## src/rtl/sec_pkg.sv

```systemverilog
package sec_pkg;

    localparam int CFG_W = 13;

    typedef enum logic [1:0] {
        SRC_IDLE = 2'b00,
        SRC_ERR  = 2'b01,
        SRC_END  = 2'b10,
        SRC_EVT  = 2'b11
    } sec_src_e;

    // field order follows the serial bit positions, MSB first
    typedef struct packed {
        logic       down;       // bit 12
        logic       hold_zero;  // bit 11
        logic       flag_hi;    // bit 10
        logic [1:0] src;        // bits 9:8
        logic       err_mask;   // bit 7
        logic       tristate;   // bit 6
        logic       flag_en;    // bit 5
        logic       evt_hi;     // bit 4
        logic [3:0] spare;      // bits 3:0
    } sec_cfg_t;

    typedef enum logic [1:0] {
        PH_IDLE,
        PH_CAPTURE,
        PH_SHIFT,
        PH_UPDATE
    } sec_phase_e;

    typedef enum logic {
        EQ_BUSY,
        EQ_ARMED
    } sec_eq_e;

    typedef enum logic {
        CS_COUNT,
        CS_HOLD
    } sec_cs_e;

endpackage

```

## src/rtl/sec_cfg_reg.sv

```systemverilog
module sec_cfg_reg
    import sec_pkg::*;
#(
    parameter int W = CFG_W
) (
    input  logic         clk,
    input  logic         rst_n,
    input  logic         cap_dr,
    input  logic         shift_dr,
    input  logic         upd_dr,
    input  logic         tdi,
    output logic         tdo,
    output logic [W-1:0] live_cfg
);

    logic [W-1:0] stage_q;
    logic [W-1:0] live_q;
    sec_phase_e   phase;

    always_comb begin
        if (cap_dr)        phase = PH_CAPTURE;
        else if (shift_dr) phase = PH_SHIFT;
        else if (upd_dr)   phase = PH_UPDATE;
        else               phase = PH_IDLE;
    end

    always_ff @(posedge clk or negedge rst_n) begin
        if (!rst_n) begin
            stage_q <= '0;
            live_q  <= '0;
        end else begin
            unique case (phase)
                PH_CAPTURE: stage_q <= live_q;
                PH_SHIFT:   stage_q <= {tdi, stage_q[W-1:1]};
                PH_UPDATE:  live_q  <= stage_q;
                PH_IDLE:    ;
            endcase
        end
    end

    assign tdo      = stage_q[0];
    assign live_cfg = live_q;

    AST_LIVE_STABLE: assert property (@(posedge clk) disable iff (!rst_n)
        !upd_dr |=> $stable(live_q));

endmodule

```

## src/rtl/sec_edge_qual.sv

```systemverilog
module sec_edge_qual
    import sec_pkg::*;
#(
    parameter int SYNC_STAGES = 2
) (
    input  logic clk,
    input  logic rst_n,
    input  logic dci,
    input  logic evt_hi,
    output logic evt_active,
    output logic evt_pulse
);

    logic [SYNC_STAGES-1:0] sync_q;
    sec_eq_e                st_q, st_d;

    always_ff @(posedge clk or negedge rst_n) begin
        if (!rst_n) sync_q <= '0;
        else        sync_q <= {sync_q[SYNC_STAGES-2:0], dci};
    end

    assign evt_active = evt_hi ? sync_q[SYNC_STAGES-1] : !sync_q[SYNC_STAGES-1];

    always_ff @(posedge clk or negedge rst_n) begin
        if (!rst_n) st_q <= EQ_BUSY;
        else        st_q <= st_d;
    end

    always_comb begin
        st_d      = st_q;
        evt_pulse = 1'b0;
        unique case (st_q)
            EQ_BUSY:  if (!evt_active) st_d = EQ_ARMED;
            EQ_ARMED: if (evt_active) begin
                evt_pulse = 1'b1;
                st_d      = EQ_BUSY;
            end
        endcase
    end

    AST_SINGLE_PULSE: assert property (@(posedge clk) disable iff (!rst_n)
        evt_pulse |=> !evt_pulse);

endmodule

```

## src/rtl/sec_counter.sv

```systemverilog
module sec_counter
    import sec_pkg::*;
#(
    parameter int CNT_W = 8
) (
    input  logic clk,
    input  logic rst_n,
    input  logic evt_pulse,
    input  logic down,
    input  logic hold_zero,
    output logic end_hit
);

    localparam logic [CNT_W-1:0] TOP = {CNT_W{1'b1}};

    logic [CNT_W-1:0] cnt_q, cnt_d;
    sec_cs_e          st_q, st_d;
    logic             hold_cfg;

    assign hold_cfg = down && hold_zero;

    always_ff @(posedge clk or negedge rst_n) begin
        if (!rst_n) begin
            st_q  <= CS_COUNT;
            cnt_q <= '0;
        end else begin
            st_q  <= st_d;
            cnt_q <= cnt_d;
        end
    end

    always_comb begin
        st_d  = st_q;
        cnt_d = cnt_q;
        unique case (st_q)
            CS_COUNT: begin
                if (evt_pulse) cnt_d = down ? cnt_q - 1'b1 : cnt_q + 1'b1;
                if (hold_cfg && cnt_d == '0) st_d = CS_HOLD;
            end
            CS_HOLD: if (!hold_cfg) st_d = CS_COUNT;
        endcase
    end

    assign end_hit = down ? (cnt_q == '0) : (cnt_q == TOP);

    AST_HOLD_ZERO: assert property (@(posedge clk) disable iff (!rst_n)
        (st_q == CS_HOLD) |-> (cnt_q == '0));
    AST_NO_STRAY_STEP: assert property (@(posedge clk) disable iff (!rst_n)
        !evt_pulse |=> $stable(cnt_q));

endmodule

```

## src/rtl/sec_flag_mux.sv

```systemverilog
module sec_flag_mux
    import sec_pkg::*;
(
    input  logic     clk,
    input  logic     rst_n,
    input  sec_cfg_t cfg,
    input  logic     err_a,
    input  logic     err_b,
    input  logic     end_hit,
    input  logic     evt_active,
    output logic     flag_out,
    output logic     flag_oe
);

    logic     asserted;
    sec_src_e src;

    assign src = sec_src_e'(cfg.src);

    always_comb begin
        unique case (src)
            SRC_IDLE: asserted = 1'b0;
            SRC_ERR:  asserted = (err_a || err_b) && !cfg.err_mask;
            SRC_END:  asserted = end_hit;
            SRC_EVT:  asserted = evt_active;
        endcase
    end

    always_comb begin
        flag_out = cfg.flag_hi ? asserted : !asserted;
        if (!cfg.flag_en)      flag_oe = 1'b0;
        else if (cfg.tristate) flag_oe = 1'b1;
        else                   flag_oe = !flag_out;
    end

    AST_OD_LOW_ONLY: assert property (@(posedge clk) disable iff (!rst_n)
        (flag_oe && !cfg.tristate) |-> !flag_out);
    AST_MASK_BLOCKS: assert property (@(posedge clk) disable iff (!rst_n)
        (src == SRC_ERR && cfg.err_mask) |-> (flag_out == !cfg.flag_hi));

endmodule

```

## src/rtl/scan_event_counter.sv

```systemverilog
module scan_event_counter
    import sec_pkg::*;
#(
    parameter int CNT_W       = 8,
    parameter int SYNC_STAGES = 2
) (
    input  logic clk,
    input  logic rst_n,
    input  logic cap_dr,
    input  logic shift_dr,
    input  logic upd_dr,
    input  logic tdi,
    output logic tdo,
    input  logic dci,
    input  logic err_a,
    input  logic err_b,
    output logic flag_out,
    output logic flag_oe
);

    logic [CFG_W-1:0] live_bits;
    sec_cfg_t         cfg;
    logic             evt_active;
    logic             evt_pulse;
    logic             end_hit;

    assign cfg = sec_cfg_t'(live_bits);

    sec_cfg_reg #(.W(CFG_W)) u_cfg (
        .clk      (clk),
        .rst_n    (rst_n),
        .cap_dr   (cap_dr),
        .shift_dr (shift_dr),
        .upd_dr   (upd_dr),
        .tdi      (tdi),
        .tdo      (tdo),
        .live_cfg (live_bits)
    );

    sec_edge_qual #(.SYNC_STAGES(SYNC_STAGES)) u_eq (
        .clk        (clk),
        .rst_n      (rst_n),
        .dci        (dci),
        .evt_hi     (cfg.evt_hi),
        .evt_active (evt_active),
        .evt_pulse  (evt_pulse)
    );

    sec_counter #(.CNT_W(CNT_W)) u_cnt (
        .clk       (clk),
        .rst_n     (rst_n),
        .evt_pulse (evt_pulse),
        .down      (cfg.down),
        .hold_zero (cfg.hold_zero),
        .end_hit   (end_hit)
    );

    sec_flag_mux u_mux (
        .clk        (clk),
        .rst_n      (rst_n),
        .cfg        (cfg),
        .err_a      (err_a),
        .err_b      (err_b),
        .end_hit    (end_hit),
        .evt_active (evt_active),
        .flag_out   (flag_out),
        .flag_oe    (flag_oe)
    );

    AST_DISABLED_QUIET: assert property (@(posedge clk) disable iff (!rst_n)
        !cfg.flag_en |-> !flag_oe);

endmodule

```

## config.mk

```make
export PLATFORM = sky130hd
export DESIGN_NAME = scan_event_counter
export DESIGN_NICKNAME = d
export VERILOG_FILES = /design/src/rtl/sec_pkg.sv /design/src/rtl/sec_cfg_reg.sv /design/src/rtl/sec_edge_qual.sv /design/src/rtl/sec_counter.sv /design/src/rtl/sec_flag_mux.sv /design/src/rtl/scan_event_counter.sv
export SDC_FILE = /design/constraint.sdc
export NUM_CORES = 1
export LEC_CHECK = 0
export ABC_AREA = 1
export BUFFER_PORTS_ARGS = -buffer_cell sky130_fd_sc_hd__buf_2
export CAP_MARGIN = 10
export CORE_MARGIN = 10
export CORE_UTILIZATION = 65
export CTS_BUF_LIST = sky130_fd_sc_hd__clkbuf_4 sky130_fd_sc_hd__clkbuf_8 sky130_fd_sc_hd__clkbuf_16
export CTS_CLUSTER_SIZE = 40
export DETAILED_ROUTE_END_ITERATION = 16
export GPL_ROUTABILITY_DRIVEN = 0
export PLACE_DENSITY = 0.94
export SLEW_MARGIN = 40
export SYNTH_ARGS = -nofsm -noshare
export SYNTH_HDL_FRONTEND = slang
export SYNTH_HIERARCHICAL = 1
export SYNTH_SLANG_ARGS = --single-unit
```

## constraint.sdc

```tcl
create_clock -name clk -period 3.1 [get_ports clk]
set_clock_uncertainty 0.1 [all_clocks]
set_input_delay 0.155 -clock clk [delete_from_list [all_inputs] [get_ports clk]]
set_output_delay 0.155 -clock clk [all_outputs]
set_load 0.05 [all_outputs]
```

==> results.cfg <==
[clock_network]
cts_inserted_buffers = 5
ctsResizeCount = 0
cts_tree = yes
worstSkewPairLatency_ns = 0.34
cts_htree_levels = 2
clock_path_buffers = 2
cts.clk_slew.worst_paths_ns = 0.11
clk_root_buffer_cell = sky130_fd_sc_hd__clkbuf_4
tritoncts_num_sinks = 38

[pwr]
p_clk_share_pct = 15.9
p_sw_uw = 938.6
seq_power_share_pct = 38.2
part_of_the_power_in_combinational_logic_pct = 46.0
total_leakage_power_nw = 1.335
fin_total_pwr_mw = 2.136
cell_internal_pwr_mw = 1.198
power_switching_share_pct = 43.94
power.density_cell_area_mw_per_mm2 = 874.6
max-vdd-ir-drop_mv = 0.5014

[critical_path]
worst-r2r-setup-slack_ns = 0.83
timing.setup.critical_path_class = flip-flop to primary output
critical_path.slowest_cell = sky130_fd_sc_hd__dfrtp_1
critical-path-max-stage-delay_ns = 0.57
worst_setup_path_start_kind = flip-flop
crit_fanout = 10
cp_num_buf_inv = 4
end_kind = primary output
timing.critical_path.arrival_ns = 2.36
crit_chain = inv_1 -> nor4_1 -> nand4_1 -> o41ai_1 -> inv_2 -> nand2_1 -> nand3_2 -> nand2_1 -> nand2_1 -> nand3_1 -> nand2_1 -> inv_1 -> buf_2
timing.critical_path.max_delay_family = simple AND/OR/NAND/NOR gates
critical-path-top-cell-by-count = sky130_fd_sc_hd__nand2_1
worst_ep_required_time_ns = 2.84

[routing]
number_of_vias_per_cell = 5.262
postRouteAntennaNets = 0
drt_iter0_drc = 236
via_count = 1968
drt_pass1_iterations = 4
drc_errors = 0
route.final.wire_length_mm = 4.356
wire_length_per_cell_um = 11.65

[synth]
synth_fp_nets = 334
syn_inst = 316
ys.warnings.count = 6
netlist_cell_types = 30
synth_area_per_cell_sq_um = 7.198
synth_area_sq_mm = 0.002275
synth.ff_latch_count = 38
seq_area_frac_synth_pct = 41.80

[timing]
worst_pin_slew_ns = 0.5383
drv_slew = 0
slew_headroom_pct = 64.08
rsz0062_at_grt = false
hold_ws_ns = 0.04428
setup_tns_ns = 0
final-setup-viol-count = 0
setup_ws_ns = 0.4849
finalCriticalPeriod_ns = 2.615
maximum_operating_frequency_mhz = 382.4
finalCritPeriodShare_pct = 84.36
final_hold_viol_count = 0

[layout]
utilization_pct = 72.62
mostFrequentLayoutCell = sky130_fd_sc_hd__nand2_1
final_layout_size_suffix_gt1_share_pct = 11.59
design_area_sq_mm = 0.002442
antenna_cells = 0
mostFrequentLayoutCells = 111 x sky130_fd_sc_hd__nand2_1, 56 x sky130_fd_sc_hd__inv_1, 38 x sky130_fd_sc_hd__dfrtp_1
layoutNonFillerInstCount = 374
area_delta_synth_final_pct = 7.371
nNetsFinal = 346

[status]
run_status = complete, no violations

[flow_run]
timing.max_cap.violations = 0

[global_routing]
grt_first_pass_wirelength_mm = 7.872
grt_start_max_net_pins = 39
first_global_vias = 1968
global_route.overflow_total = 0
antenna_found_initial = 0
globalRouteTotalUtil_pct = 14.95

[place]
dp_hpwl_mm = 3.204
place.detailed.instances = 365
buffer_ports.inserted = 11
dpl_cell_area_sq_mm = 0.002336
pre_cts_slack_ns = 0.8854

[die]
placementRows = 21
die-width_um = 79.16
die-height_um = 79.16
io_pins = 12
fp.dieArea_sq_mm = 0.006266
core_area_sq_mm = 0.003363
start_util_pct = 67.63

[worst_hold_path]
worst_hold_path_type = primary input to flip-flop
==> power by group through the flow <==
stage               combinational, mW  sequential [mW]  clock (mW)
finish                          0.982            0.816       0.339
global route                     1.14            0.838       0.363
CTS                             0.982            0.813       0.345
detailed placement              0.970            0.820           0
global placement                0.921            0.810           0
floorplan                       0.786            0.790           0
==> registers in the layout, summed over array words and instances (netlist names) <==
register and count:
u_eq/st_q 1, u_cfg/stage_q 13, u_cfg/live_cfg 13, u_cnt/cnt_q 8, u_eq/sync_q 2, u_cnt/st_q 1
==> synthesized netlist by cell type <==
cell	instances	area, sq um
sky130_fd_sc_hd__a21oi_2	1	8.760
sky130_fd_sc_hd__inv_1	56	210.2
sky130_fd_sc_hd__buf_2	5	25.02
sky130_fd_sc_hd__nor4_1	1	6.260
sky130_fd_sc_hd__fa_1	1	20.02
sky130_fd_sc_hd__nand4_1	2	12.51
sky130_fd_sc_hd__dfrtp_1	38	950.9
sky130_fd_sc_hd__buf_4	2	15.01
sky130_fd_sc_hd__a31oi_1	3	18.77
sky130_fd_sc_hd__nand2_2	3	18.77
sky130_fd_sc_hd__xnor2_1	2	17.52
sky130_fd_sc_hd__nand3_1	27	135.1
sky130_fd_sc_hd__and2_1	1	6.260
sky130_fd_sc_hd__or2_4	1	8.760
sky130_fd_sc_hd__or2_1	2	12.51
sky130_fd_sc_hd__clkinvlp_2	1	5.000
sky130_fd_sc_hd__nor3_1	1	5.000
sky130_fd_sc_hd__buf_6	1	11.26
sky130_fd_sc_hd__o21ai_0	19	95.09
sky130_fd_sc_hd__nand2_1	111	416.7
sky130_fd_sc_hd__clkinv_1	3	11.26
sky130_fd_sc_hd__nor2_4	1	11.26
sky130_fd_sc_hd__nor2_1	9	33.78
sky130_fd_sc_hd__ha_1	8	100.1
sky130_fd_sc_hd__o21ai_2	1	8.760
sky130_fd_sc_hd__a21oi_1	4	20.02
sky130_fd_sc_hd__o41ai_1	1	8.760
sky130_fd_sc_hd__nand3_2	6	60.06
sky130_fd_sc_hd__inv_2	4	15.01
sky130_fd_sc_hd__nor2_2	1	6.260
==> layer usage <==
layer  track usage [%]  vias up  part of all wire, %
met1             16.73      915                   43
met5                 0        -                    0
met3             4.054        7                  5.3
met2             26.67       45                   50
li1                  -     1001                    -
met4             5.018        0                  1.3
==> area by class of cell <==
type / instances / area, sq um
Clock buffer: 6 / 51.30
Fill cell: 285 / 920.9
Sequential cell: 38 / 950.9
Timing Repair Buffer: 13 / 77.57
Inverter: 64 / 241.5
Multi-Input combinational cell: 206 / 1033
Clock inverter: 1 / 30.03
Tap cell: 46 / 57.56
==> worst register-to-register path: stages (launching register included) <==
cell and delay (ns):
sky130_fd_sc_hd__dfrtp_1 0.57, sky130_fd_sc_hd__inv_1 0.16, sky130_fd_sc_hd__fa_1 0.45, sky130_fd_sc_hd__inv_1 0.07
sky130_fd_sc_hd__nand2_1 0.07, sky130_fd_sc_hd__nand2_1 0.12, sky130_fd_sc_hd__nand3_2 0.10, sky130_fd_sc_hd__nand2_1 0.07
sky130_fd_sc_hd__nand2_1 0.05, sky130_fd_sc_hd__nand3_1 0.08, sky130_fd_sc_hd__nand2_1 0.06, sky130_fd_sc_hd__nor2_1 0.12
sky130_fd_sc_hd__nand2_1 0.07, sky130_fd_sc_hd__a21oi_2 0.11
==> cell families after synthesis <==
group,share of synthesized area (%)
buffers and inverters,12.87
XOR/XNOR,0.7702
flip-flops,41.80
AND/OR/NAND/NOR,32.23
adder cells (fa/ha/maj),5.281
AO/OA/AOI/OAI,7.041
==> path summary, 6_finish.rpt <==
kind	start	to	cells after the start
min	tdi	u_cfg/stage_q[12]	5
max reg2reg	u_cfg/live_cfg[12]	u_cnt/st_q	13
min reg2reg	u_eq/sync_q[0]	u_eq/sync_q[1]	0
max in group asynchronous	rst_n	u_cnt/cnt_q[6]	2
min in group asynchronous	rst_n	u_cfg/stage_q[12]	2
max	u_cfg/live_cfg[12]	flag_oe	13
==> what timing repair did <==
item,4_1_cts,5_1_grt
endpoints found under the hold margin,39,0
setup buffers,0,0
hold buffers,2,0
No activity file was read; power rests on OpenSTA's default activity.
